==> src/rtl/fsp_pkg.sv <==
package fsp_pkg;
  localparam int BIT_EN  = 0;
  localparam int BIT_ERS = 1;
  localparam int BIT_WRT = 2;
  localparam int BIT_FUS = 3;
  localparam int BIT_CLR = 4;

  typedef enum logic [2:0] {
    CMD_NONE, CMD_ERASE, CMD_WRITE, CMD_FUSE, CMD_CLR
  } cmd_e;

  // priority: erase > write > fuse > clear
  function automatic cmd_e pick_cmd(input logic [4:0] d);
    if (d[BIT_ERS])      return CMD_ERASE;
    else if (d[BIT_WRT]) return CMD_WRITE;
    else if (d[BIT_FUS]) return CMD_FUSE;
    else if (d[BIT_CLR]) return CMD_CLR;
    else                 return CMD_NONE;
  endfunction

  function automatic logic [4:0] cmd_bits(input cmd_e c);
    logic [4:0] b;
    b = 5'b00001;
    case (c)
      CMD_ERASE: b[BIT_ERS] = 1'b1;
      CMD_WRITE: b[BIT_WRT] = 1'b1;
      CMD_FUSE:  b[BIT_FUS] = 1'b1;
      CMD_CLR:   b[BIT_CLR] = 1'b1;
      default:   ;
    endcase
    return b;
  endfunction
endpackage

==> src/rtl/fsp_arm_window.sv <==
module fsp_arm_window #(
  parameter int SPM_WIN = 4,
  parameter int LPM_WIN = 3
) (
  input  logic clk_i,
  input  logic rst_ni,
  input  logic load_i,
  input  logic short_i,
  input  logic hit_i,
  output logic expire_o
);
  localparam int WMAX = (SPM_WIN > LPM_WIN) ? SPM_WIN : LPM_WIN;
  localparam int CW   = $clog2(WMAX + 1);

  logic [CW-1:0] cnt_q;

  always_ff @(posedge clk_i or negedge rst_ni) begin
    if (!rst_ni)              cnt_q <= '0;
    else if (load_i)          cnt_q <= short_i ? CW'(LPM_WIN) : CW'(SPM_WIN);
    else if (hit_i)           cnt_q <= '0;
    else if (cnt_q != '0)     cnt_q <= cnt_q - 1'b1;
  end

  assign expire_o = (cnt_q == CW'(1)) && !hit_i;
endmodule

==> src/rtl/fsp_prog_timer.sv <==
module fsp_prog_timer #(
  parameter int PROG_CYCLES = 40
) (
  input  logic clk_i,
  input  logic rst_ni,
  input  logic start_i,
  output logic busy_o,
  output logic done_o
);
  localparam int TW = $clog2(PROG_CYCLES + 1);

  logic [TW-1:0] tmr_q;
  logic          busy_q;

  always_ff @(posedge clk_i or negedge rst_ni) begin
    if (!rst_ni) begin
      busy_q <= 1'b0;
      tmr_q  <= '0;
    end else if (start_i) begin
      busy_q <= 1'b1;
      tmr_q  <= TW'(PROG_CYCLES - 1);
    end else if (busy_q) begin
      if (tmr_q == '0) busy_q <= 1'b0;
      else             tmr_q  <= tmr_q - 1'b1;
    end
  end

  assign busy_o = busy_q;
  assign done_o = busy_q && (tmr_q == '0);
endmodule

==> src/rtl/flash_selfprog_ctrl.sv <==
module flash_selfprog_ctrl
  import fsp_pkg::*;
#(
  parameter int PROG_CYCLES = 40,
  parameter int SPM_WIN     = 4,
  parameter int LPM_WIN     = 3,
  parameter int PAGE_LSB    = 5
) (
  input  logic                 clk_i,
  input  logic                 rst_ni,
  input  logic                 reg_we_i,
  input  logic [7:0]           reg_wdata_i,
  output logic [7:0]           reg_rdata_o,
  input  logic                 spm_i,
  input  logic                 lpm_i,
  input  logic [15:0]          z_i,
  output logic                 stall_o,
  output logic                 busy_o,
  output logic                 done_o,
  output logic                 fl_erase_o,
  output logic                 fl_write_o,
  output logic                 fl_fill_o,
  output logic                 fl_buf_clr_o,
  output logic                 fl_fuse_rd_o,
  output logic                 fl_fuse_sel_o,
  output logic [15-PAGE_LSB:0] fl_page_o,
  output logic [PAGE_LSB-2:0]  fl_word_o
);
  localparam int PAGE_W = 16 - PAGE_LSB;

  logic [4:0]        ctl_q;
  cmd_e              cur_cmd, new_cmd;
  logic              wr_ok, spm_hit, lpm_hit, start, expire, busy, done, clr_now;
  logic              ers_q, wrt_q, fill_q, fuse_q, sel_q;
  logic [PAGE_W-1:0] page_q;
  logic [PAGE_LSB-2:0] word_q;
  logic              unused_rsvd;

  assign unused_rsvd = ^reg_wdata_i[7:5];
  assign cur_cmd = pick_cmd(ctl_q);
  assign new_cmd = pick_cmd(reg_wdata_i[4:0]);

  assign wr_ok   = reg_we_i && reg_wdata_i[BIT_EN] && !ctl_q[BIT_EN];
  assign spm_hit = spm_i && ctl_q[BIT_EN] && !busy &&
                   (cur_cmd == CMD_ERASE || cur_cmd == CMD_WRITE || cur_cmd == CMD_NONE);
  assign lpm_hit = lpm_i && ctl_q[BIT_EN] && (cur_cmd == CMD_FUSE);
  assign start   = spm_hit && (cur_cmd != CMD_NONE);
  assign clr_now = ctl_q[BIT_CLR];

  fsp_arm_window #(.SPM_WIN(SPM_WIN), .LPM_WIN(LPM_WIN)) u_win (
    .clk_i    (clk_i),
    .rst_ni   (rst_ni),
    .load_i   (wr_ok),
    .short_i  (new_cmd == CMD_FUSE),
    .hit_i    (spm_hit || lpm_hit || clr_now),
    .expire_o (expire)
  );

  fsp_prog_timer #(.PROG_CYCLES(PROG_CYCLES)) u_tmr (
    .clk_i   (clk_i),
    .rst_ni  (rst_ni),
    .start_i (start),
    .busy_o  (busy),
    .done_o  (done)
  );

  always_ff @(posedge clk_i or negedge rst_ni) begin
    if (!rst_ni)
      ctl_q <= '0;
    else if (wr_ok)
      ctl_q <= cmd_bits(new_cmd);
    else if (done || (expire && !busy) || lpm_hit || (spm_hit && !start) || clr_now)
      ctl_q <= '0;
  end

  always_ff @(posedge clk_i or negedge rst_ni) begin
    if (!rst_ni) begin
      ers_q  <= 1'b0;
      wrt_q  <= 1'b0;
      fill_q <= 1'b0;
      fuse_q <= 1'b0;
      sel_q  <= 1'b0;
      page_q <= '0;
      word_q <= '0;
    end else begin
      ers_q  <= start && (cur_cmd == CMD_ERASE);
      wrt_q  <= start && (cur_cmd == CMD_WRITE);
      fill_q <= spm_hit && !start;
      fuse_q <= lpm_hit;
      if (lpm_hit) sel_q <= z_i[0];
      if (spm_hit) begin
        page_q <= z_i[15:PAGE_LSB];
        word_q <= z_i[PAGE_LSB-1:1];
      end
    end
  end

  assign reg_rdata_o   = {3'b000, ctl_q};
  assign busy_o        = busy;
  assign stall_o       = busy;
  assign done_o        = done;
  assign fl_erase_o    = ers_q;
  assign fl_write_o    = wrt_q;
  assign fl_fill_o     = fill_q;
  assign fl_buf_clr_o  = clr_now;
  assign fl_fuse_rd_o  = fuse_q;
  assign fl_fuse_sel_o = sel_q;
  assign fl_page_o     = page_q;
  assign fl_word_o     = word_q;
endmodule

==> config.mk <==
export PLATFORM = sky130hd
export DESIGN_NAME = flash_selfprog_ctrl
export DESIGN_NICKNAME = d
export VERILOG_FILES = /design/src/rtl/fsp_pkg.sv /design/src/rtl/fsp_arm_window.sv /design/src/rtl/fsp_prog_timer.sv /design/src/rtl/flash_selfprog_ctrl.sv
export SDC_FILE = /design/constraint.sdc
export NUM_CORES = 1
export LEC_CHECK = 0
export BUFFER_PORTS_ARGS = -buffer_cell sky130_fd_sc_hd__buf_2
export CORE_ASPECT_RATIO = 1.5
export CORE_MARGIN = 4
export CORE_UTILIZATION = 50
export CTS_BUF_LIST = sky130_fd_sc_hd__clkbuf_4
export CTS_CLUSTER_SIZE = 28
export DETAILED_ROUTE_END_ITERATION = 8
export GPL_ROUTABILITY_DRIVEN = 1
export MAX_ROUTING_LAYER = met4
export PLACE_DENSITY = 0.81
export SETUP_SLACK_MARGIN = 0.3
export SKIP_LAST_GASP = 1
export SLEW_MARGIN = 20
export SYNTH_ARGS = -nofsm -noshare
export SYNTH_HDL_FRONTEND = slang
export SYNTH_SLANG_ARGS = --single-unit
==> constraint.sdc <==
create_clock -name clk_i -period 1.9 [get_ports clk_i]
set_input_delay 0.285 -clock clk_i [delete_from_list [all_inputs] [get_ports clk_i]]
set_output_delay 0.285 -clock clk_i [all_outputs]
set_load 0.01 [all_outputs]
==> results by group, run 1 <==
Finish
  • # fillers: roughly 230
  • NumNets Final: ~230
  • Share of post-route cells with drive strength above 1: 51.98%
  • Final Instance Count excl. Fillers: approximately 240
  • P&R area growth vs syn: 31.72%
  • Reg area: roughly 900 sq um
  • Multi-input gate area: roughly 700 sq um
  • N_diodes: 0

Worst setup path
  • Max incr delay on CP: roughly 480 ps
  • Bufs and invs on worst path: 2
  • Worst R2R Start: u_tmr.tmr_q[0]
  • Worst path arrival time: between 1500 and 2000 ps
  • FF-to-FF setup slack: -100 ps
  • Cell family with most CP delay: simple AND/OR/NAND/NOR gates
  • Launch point of the worst path: u_tmr.tmr_q[0]
  • CP cell instances: inv_2 > ha_4 > or4b_4 > nor3_4 > buf_2
  • Critical Path Start Type: flip-flop
  • Worst-path maximum fanout: 2
  • Critical Path End Type: primary output
  • Critical path class: reg -> out
  • Req. time, crit path: about 1600 ps
  • Slowest CP cell: or4b_4

Pwr
  • Lkg Pwr: ~1.1 nW
  • Pwr per Cell Area: roughly 900 nW/um^2
  • Switching Power: roughly 590 uW
  • Tot Pwr: 1.899 mW
  • Combinational share of power: around a quarter
  • Maximum VDD drop: approximately 0.58 mV
  • Internal: 1.310 mW
  • Net Sw Frac: 31.01%
  • Power share of the clock group: between 20 and 30%
  • Reg power frac: around 47%

Die
  • Row Count: 24
  • Die Span Y: between 70 and 80 microns
  • Core area: 3003 sq um
  • Number of top-level pins: 61
  • DIE AREA: 4183 sq um
  • Die Width: between 50 and 60 microns
  • Initial core utilization: 53.21%

Yosys
  • Distinct cell type count after synthesis: 32
  • Post-Syn Area: 1598 sq um
  • Post-synthesis register bit count: 35
  • Synthesis warning total: 0
  • Sequential-to-total area share from yosys stat: approximately 55%
  • Syn_area_per_cell: between 10 and 15 sq um
  • Post-synthesis cell count: 135

Route
  • WL final: 3.610 mm
  • Vias per cell: approximately 5.4
  • Avg WL per Cell: 14.98 microns
  • Initial DRC count: 39
  • Drt pass-1 iters: 4
  • Antenna-violating nets left: 0
  • Residual DRC count: 0
  • Routed vias: approximately 1,300

Place
  • DP HPWL: 2.650 mm
  • GPL Wtd Cong: 0.8394
  • I/O Buffers: 54
  • Post-place setup slack: 117.8 ps
  • DP Cell Count: about 220

STA
  • Final setup viols: 6
  • RSZ-0062 raised after global routing: true
  • Tcrit/Tclk final: 105.7%
  • Setup ws final: -107.5 ps
  • Worst-Margin Slew: 746.9 ps
  • Slew HR: roughly half
  • Hold Fails Final Rpt: 0
  • Max-slew violations: 0
  • Post-layout min period: 2007 ps
  • Peak Freq: between 0.4 and 0.5 GHz
  • Final Skew: between 6 and 7 ps

Global routing
  • GR Overflow Total: 0
  • Largest net degree at the start of global routing: 36
  • Vias in the first global route: about 1,300
  • First-pass GRT wire length: ~5.8 mm
  • GRT Util Overall: a little under a fifth
  • Initial antenna violation count: 0

CTS
  • Reg clk slew, reported paths: roughly 110 ps
  • CTS Hold Bufs: 0
  • CTS buffer count: 5
  • CTS sink cnt: 35
  • Clk Latency, worst-skew pair: around 340 ps
  • Clock Tree Buf Depth: 2
  • CTS root buffer: clkbuf_4
  • H-tree depth: 2
  • CTS tree: done

Run status
  • Failing checks: setup timing
  • Outcome: complete, but fails checks

Job
  • # Max-Cap Violations: 0

Hold path
  • Worst Hold Class: in -> async
power groups by stage:
| stage | Sequential, mW | Clock (mW) | Combinational, mW |
|---|---|---|---|
| 6_report | 0.898 | 0.528 | 0.472 |
| 5_1_grt | 0.907 | 0.568 | 0.528 |
| 4_1_cts | 0.892 | 0.541 | 0.455 |
| 3_5_place_dp | 0.906 | 0 | 0.436 |
| 3_3_place_gp | 0.896 | 0 | 0.401 |
| 2_1_floorplan | 0.914 | 0 | 0.275 |
what timing repair did:
item	4_1_cts	5_1_grt
endpoints found under the setup margin	26	27
pin swaps	4	4
gates resized for setup	9	3
setup buffers	7	2
synthesized netlist by cell type:
cell type / number / area, sq um
buf_4: 5 / 37.54
nor2_1: 7 / 26.28
o31ai_1: 4 / 30.03
nand3_1: 5 / 25.02
dfrtp_1: 35 / 875.8
and3_1: 1 / 6.260
nor3_1: 2 / 10.01
xnor2_1: 1 / 8.760
clkbuf_1: 1 / 3.750
o21ai_0: 5 / 25.02
o211ai_1: 3 / 22.52
and2b_2: 1 / 8.760
conb_1: 1 / 3.750
nand3b_1: 2 / 15.01
buf_6: 1 / 11.26
or2_0: 1 / 6.260
o21ai_4: 2 / 32.53
xor2_1: 1 / 8.760
and3b_1: 1 / 8.760
nor4_1: 3 / 18.77
o41ai_2: 1 / 16.27
nand2b_1: 1 / 6.260
mux2_2: 16 / 180.2
a21oi_1: 3 / 15.01
ha_1: 4 / 50.05
a21o_2: 1 / 8.760
inv_1: 12 / 45.04
nand2_1: 10 / 37.54
nor4bb_1: 1 / 10.01
a32o_1: 1 / 10.01
or4b_4: 1 / 13.76
mux2i_1: 2 / 20.02
layout by cell type (no fill, tap or decap), drive strengths merged, types with 2 or more instances in the layout:
| cell type | n |
|---|---|
| a21oi | 3 |
| buf | 64 |
| clkbuf | 5 |
| clkinv | 2 |
| conb | 3 |
| dfrtp | 35 |
| ha | 4 |
| inv | 12 |
| mux2 | 16 |
| mux2i | 2 |
| nand2 | 10 |
| nand3 | 5 |
| nand3b | 2 |
| nor2 | 7 |
| nor3 | 2 |
| nor4 | 3 |
| o211ai | 3 |
| o21ai | 7 |
| o31ai | 4 |
area by class of cell:
| cell class | count | area share, % |
|---|---|---|
| inverters | 12 | 2.140 |
| well taps | 39 | 2.319 |
| flip-flops and latches | 35 | 41.62 |
| clock inverters | 3 | 2.081 |
| clock buffers | 5 | 1.784 |
| multi-input cells | 83 | 33.29 |
| repair buffers | 64 | 16.77 |
worst register-to-register path, delay by kind of cell (launching register included):
kind            cells  cell delay, ps
simple gates        2             680
flops               1             410
buf+inv             3             350
compound gates      2             340
fa+ha+maj           1             120
kinds of logic (layout without fill, tap and decap cells):
group	count (synthesis)	count (layout)	synth area share, %
AOI/OAI and AO/OA	20	20	10.02
xor gates and xnor gates	2	2	1.097
DFF	35	35	54.82
muxes	18	18	12.53
other	1	3	0.2347
and+or+nand+nor	36	36	12.06
buffers and inverters	19	84	6.108
adders and majority gates	4	4	3.132
stage by stage:
stage                     hold WS (ps)  util, %  TNS [ps]  instance area [sq um]
after CTS                        23.36    68.96    -143.0                   2071
final                            2.643    70.08    -342.0                   2105
after global placement           381.0    63.38         0                   1903
after global routing             48.51    70.08    -770.3                   2105
after detailed placement         397.0    63.38         0                   1903
after floorplan                 -10.59        -         0                   1630
routing by layer:
layer  part of all wire (%)  track usage [%]  routed length, microns
met1                     34            20.25                    1242
met2                     56            32.13                    2020
met3                    7.3            4.651                     264
met4                    2.3            8.229                      83
met5                      0                -                       0
registers in the layout (all words and copies together), names as in the netlist:
register,flops
fl_page_o,11
fl_write_o,1
fl_erase_o,1
u_tmr.tmr_q,6
fl_fuse_rd_o,1
u_win.cnt_q,3
ctl_q,5
fl_fill_o,1
fl_fuse_sel_o,1
u_tmr.busy_o,1
fl_word_o,4
worst paths after layout:
path                       depth (start not counted)        endpoint
setup / recovery                                   5          done_o
hold / removal                                     1    fl_page_o[2]
setup reg to reg                                   8  u_tmr.tmr_q[2]
hold reg to reg                                    1    fl_page_o[5]
max in group asynchronous                          1  u_tmr.tmr_q[5]
min in group clk_i                                 2        ctl_q[4]
No activity file was read; power rests on OpenSTA's default activity.
==> inputs of run 2 (changes only) <==
--- a/config.mk
+++ b/config.mk
@@ -15,6 +15,7 @@
 export GPL_ROUTABILITY_DRIVEN = 1
 export MAX_ROUTING_LAYER = met4
 export PLACE_DENSITY = 0.81
+export RECOVER_POWER = 50
 export SETUP_SLACK_MARGIN = 0.3
 export SKIP_LAST_GASP = 1
 export SLEW_MARGIN = 20
==> results by group, run 2 (same netlist as run 1, synthesis figures left out) <==
Run status
  • Outcome: complete, but fails checks (unchanged)
  • Failing checks: capacitance limit, slew limit, setup timing (was setup timing)

CTS
  • CTS tree: done (unchanged)
  • CTS buffer count: 5 (unchanged)
  • CTS sink cnt: 35 (unchanged)
  • Clock Tree Buf Depth: 2 (unchanged)
  • H-tree depth: 2 (unchanged)
  • Clk Latency, worst-skew pair: 340 ps (about the same)
  • CTS root buffer: clkbuf_4 (unchanged)
  • Reg clk slew, reported paths: 100 ps (was 110 ps)

STA
  • Slew HR: -18.81% (was 50.21%)
  • Final Skew: 6.404 ps (was 6.080 ps)
  • Max-slew violations: 36 (was 0)
  • Post-layout min period: 2006 ps (was 2007 ps)
  • RSZ-0062 raised after global routing: true (unchanged)
  • Final setup viols: 6 (unchanged)
  • Peak Freq: 0.4984 GHz (was 0.4981 GHz)
  • Worst-Margin Slew: 1782 ps (was 746.9 ps)
  • Setup ws final: -106.4 ps (was -107.5 ps)
  • Tcrit/Tclk final: 105.6% (was 105.7%)
  • Hold Fails Final Rpt: 0 (unchanged)

Finish
  • Commonest non-fill, non-tap cells in the layout: buf_2 (45), dfrtp_1 (35), mux2_2 (16), inv_1 (10) (was buf_2 (54), dfrtp_1 (35), mux2_2 (16), inv_1 (10), nand2_1 (9))
  • Share of post-route cells with drive strength above 1: 47.03% (was 51.98%)
  • Most common cell after layout, fill and taps aside: buf_2 (unchanged)
  • Multi-input gate area: 698.2 sq um (was 700.7 sq um)
  • Reg area: 875.8 sq um (unchanged)
  • # fillers: 236 (was 234)
  • NumNets Final: 234 (unchanged)
  • Final Instance Count excl. Fillers: 241 (unchanged)
  • P&R area growth vs syn: 30.85% (was 31.72%)
  • Max FFs per register: 11 (unchanged)
  • N_diodes: 0 (unchanged)
  • Fin util: 69.63% (was 70.08%)

Pwr
  • Power share of the clock group: 28.0% (was 27.8%)
  • Net Sw Frac: 31.23% (was 31.01%)
  • Maximum VDD drop: 0.5769 mV (was 0.5771 mV)
  • Lkg Pwr: 1.106 nW (was 1.147 nW)
  • Reg power frac: 47.6% (was 47.3%)
  • Internal: 1.296 mW (was 1.310 mW)
  • Pwr per Cell Area: 901.7 nW/um^2 (was 902.3 nW/um^2)
  • Combinational share of power: 24.4% (was 24.9%)
  • Switching Power: 588.8 uW (was 588.9 uW)

Die
  • Number of top-level pins: 61 (unchanged)
  • Die Width: 54.16 microns (unchanged)
  • Die Span Y: 77.24 microns (unchanged)
  • Initial core utilization: 53.21% (unchanged)
  • Row Count: 24 (unchanged)
  • Core area: 3003 sq um (unchanged)
  • DIE AREA: 4183 sq um (unchanged)

Global routing
  • Initial antenna violation count: 0 (unchanged)
  • GR Overflow Total: 0 (unchanged)
  • First-pass GRT wire length: 5.823 mm (unchanged)
  • Largest net degree at the start of global routing: 36 (unchanged)
  • GRT Util Overall: 19.09% (unchanged)
  • Vias in the first global route: 1,329 (unchanged)

Worst setup path
  • Critical Path Start Type: flip-flop (unchanged)
  • Critical path class: reg -> out (unchanged)
  • Critical Path End Type: primary output (unchanged)
  • Req. time, crit path: 1620 ps (about the same)
  • Worst path arrival time: 1720 ps (about the same)
  • Worst-path maximum fanout: 2 (unchanged)

Place
  • I/O Buffers: 54 (unchanged)
  • GPL Wtd Cong: 0.8394 (unchanged)
  • DP HPWL: 2.650 mm (unchanged)
  • DP Cell Count: 224 (unchanged)
  • Post-place setup slack: 117.8 ps (unchanged)

Route
  • Antenna-violating nets left: 0 (unchanged)
  • Vias per cell: 5.378 (unchanged)
  • Drt pass-1 iters: 4 (unchanged)
  • Residual DRC count: 0 (unchanged)
  • Avg WL per Cell: 15.02 microns (was 14.98 microns)
  • Initial DRC count: 40 (was 39)
  • Routed vias: 1,296 (unchanged)
  • WL final: 3.621 mm (was 3.610 mm)

Job
  • # Max-Cap Violations: 1 (was 0)

Hold path
  • Worst Hold Class: in -> reg (was in -> async)
[run 2: cell count changes in the layout (fill, tap and decap cells not counted), sizes merged]
| cell | delta |
|---|---|
| buf | -9 |
| clkbuf | +9 |
[run 2: layer usage]
metal	global-route usage [%]	vias to the layer above	part of all wire, %
li1	-	596	-
met1	20.25	636	34
met2	32.13	54	56
met3	4.651	10	7.7
met4	8.229	0	2.3
met5	-	-	0
[run 2: area by class of cell]
class,count,share of cell area [%]
Sequential cell,35,41.89
Timing Repair Buffer,64,16.34
Clock buffer,5,1.795
Inverter,12,2.154
Clock inverter,3,2.095
Multi-Input combinational cell,83,33.39
Tap cell,39,2.334
[run 2: stage by stage]
stage               hold WS [ps]  instance area (sq um)  TNS [ps]  total power, mW
floorplan                 -10.59                   1630         0            1.189
global placement           381.0                   1903         0            1.297
detailed placement         397.0                   1903         0            1.343
CTS                        23.36                   2071    -143.0            1.888
global route               156.2                   2091    -770.3            1.987
finish                     133.6                   2091    -353.9            1.885
[run 2: repair_timing]
item                                    CTS  global route
pin swaps                                 4             4
gates resized for setup                   9             3
hold buffers                              0             0
setup buffers                             7             2
endpoints found under the setup margin   26            27
[run 2: power groups by stage]
stage                     clock [mW]  sequential (mW)  combinational [mW]
after CTS                      0.541            0.892               0.455
after global routing           0.568            0.905               0.514
after detailed placement           0            0.906               0.436
after global placement             0            0.896               0.401
after floorplan                    0            0.914               0.275
final                          0.528            0.898               0.460
[run 2: critical path, cell delays in order, from the launching register on]
cell     delay [ps]
dfrtp_1         410
inv_2            80
ha_4            120
or4b_4          480
nor3_4          140
buf_2           150
[run 2: worst paths after layout]
| kind | from | endpoint | slack [ps] | depth (start not counted) |
|---|---|---|---|---|
| max | u_tmr.tmr_q[0] | done_o | -110 | 5 |
| min | reg_wdata_i[3] | ctl_q[4] | 130 | 2 |
| max reg2reg | u_tmr.tmr_q[0] | u_tmr.tmr_q[2] | -100 | 8 |
| min reg2reg | ctl_q[1] | fl_write_o | 510 | 1 |
| max in group asynchronous | rst_ni | u_tmr.tmr_q[5] | 470 | 1 |
| min in group asynchronous | rst_ni | fl_page_o[2] | 410 | 1 |
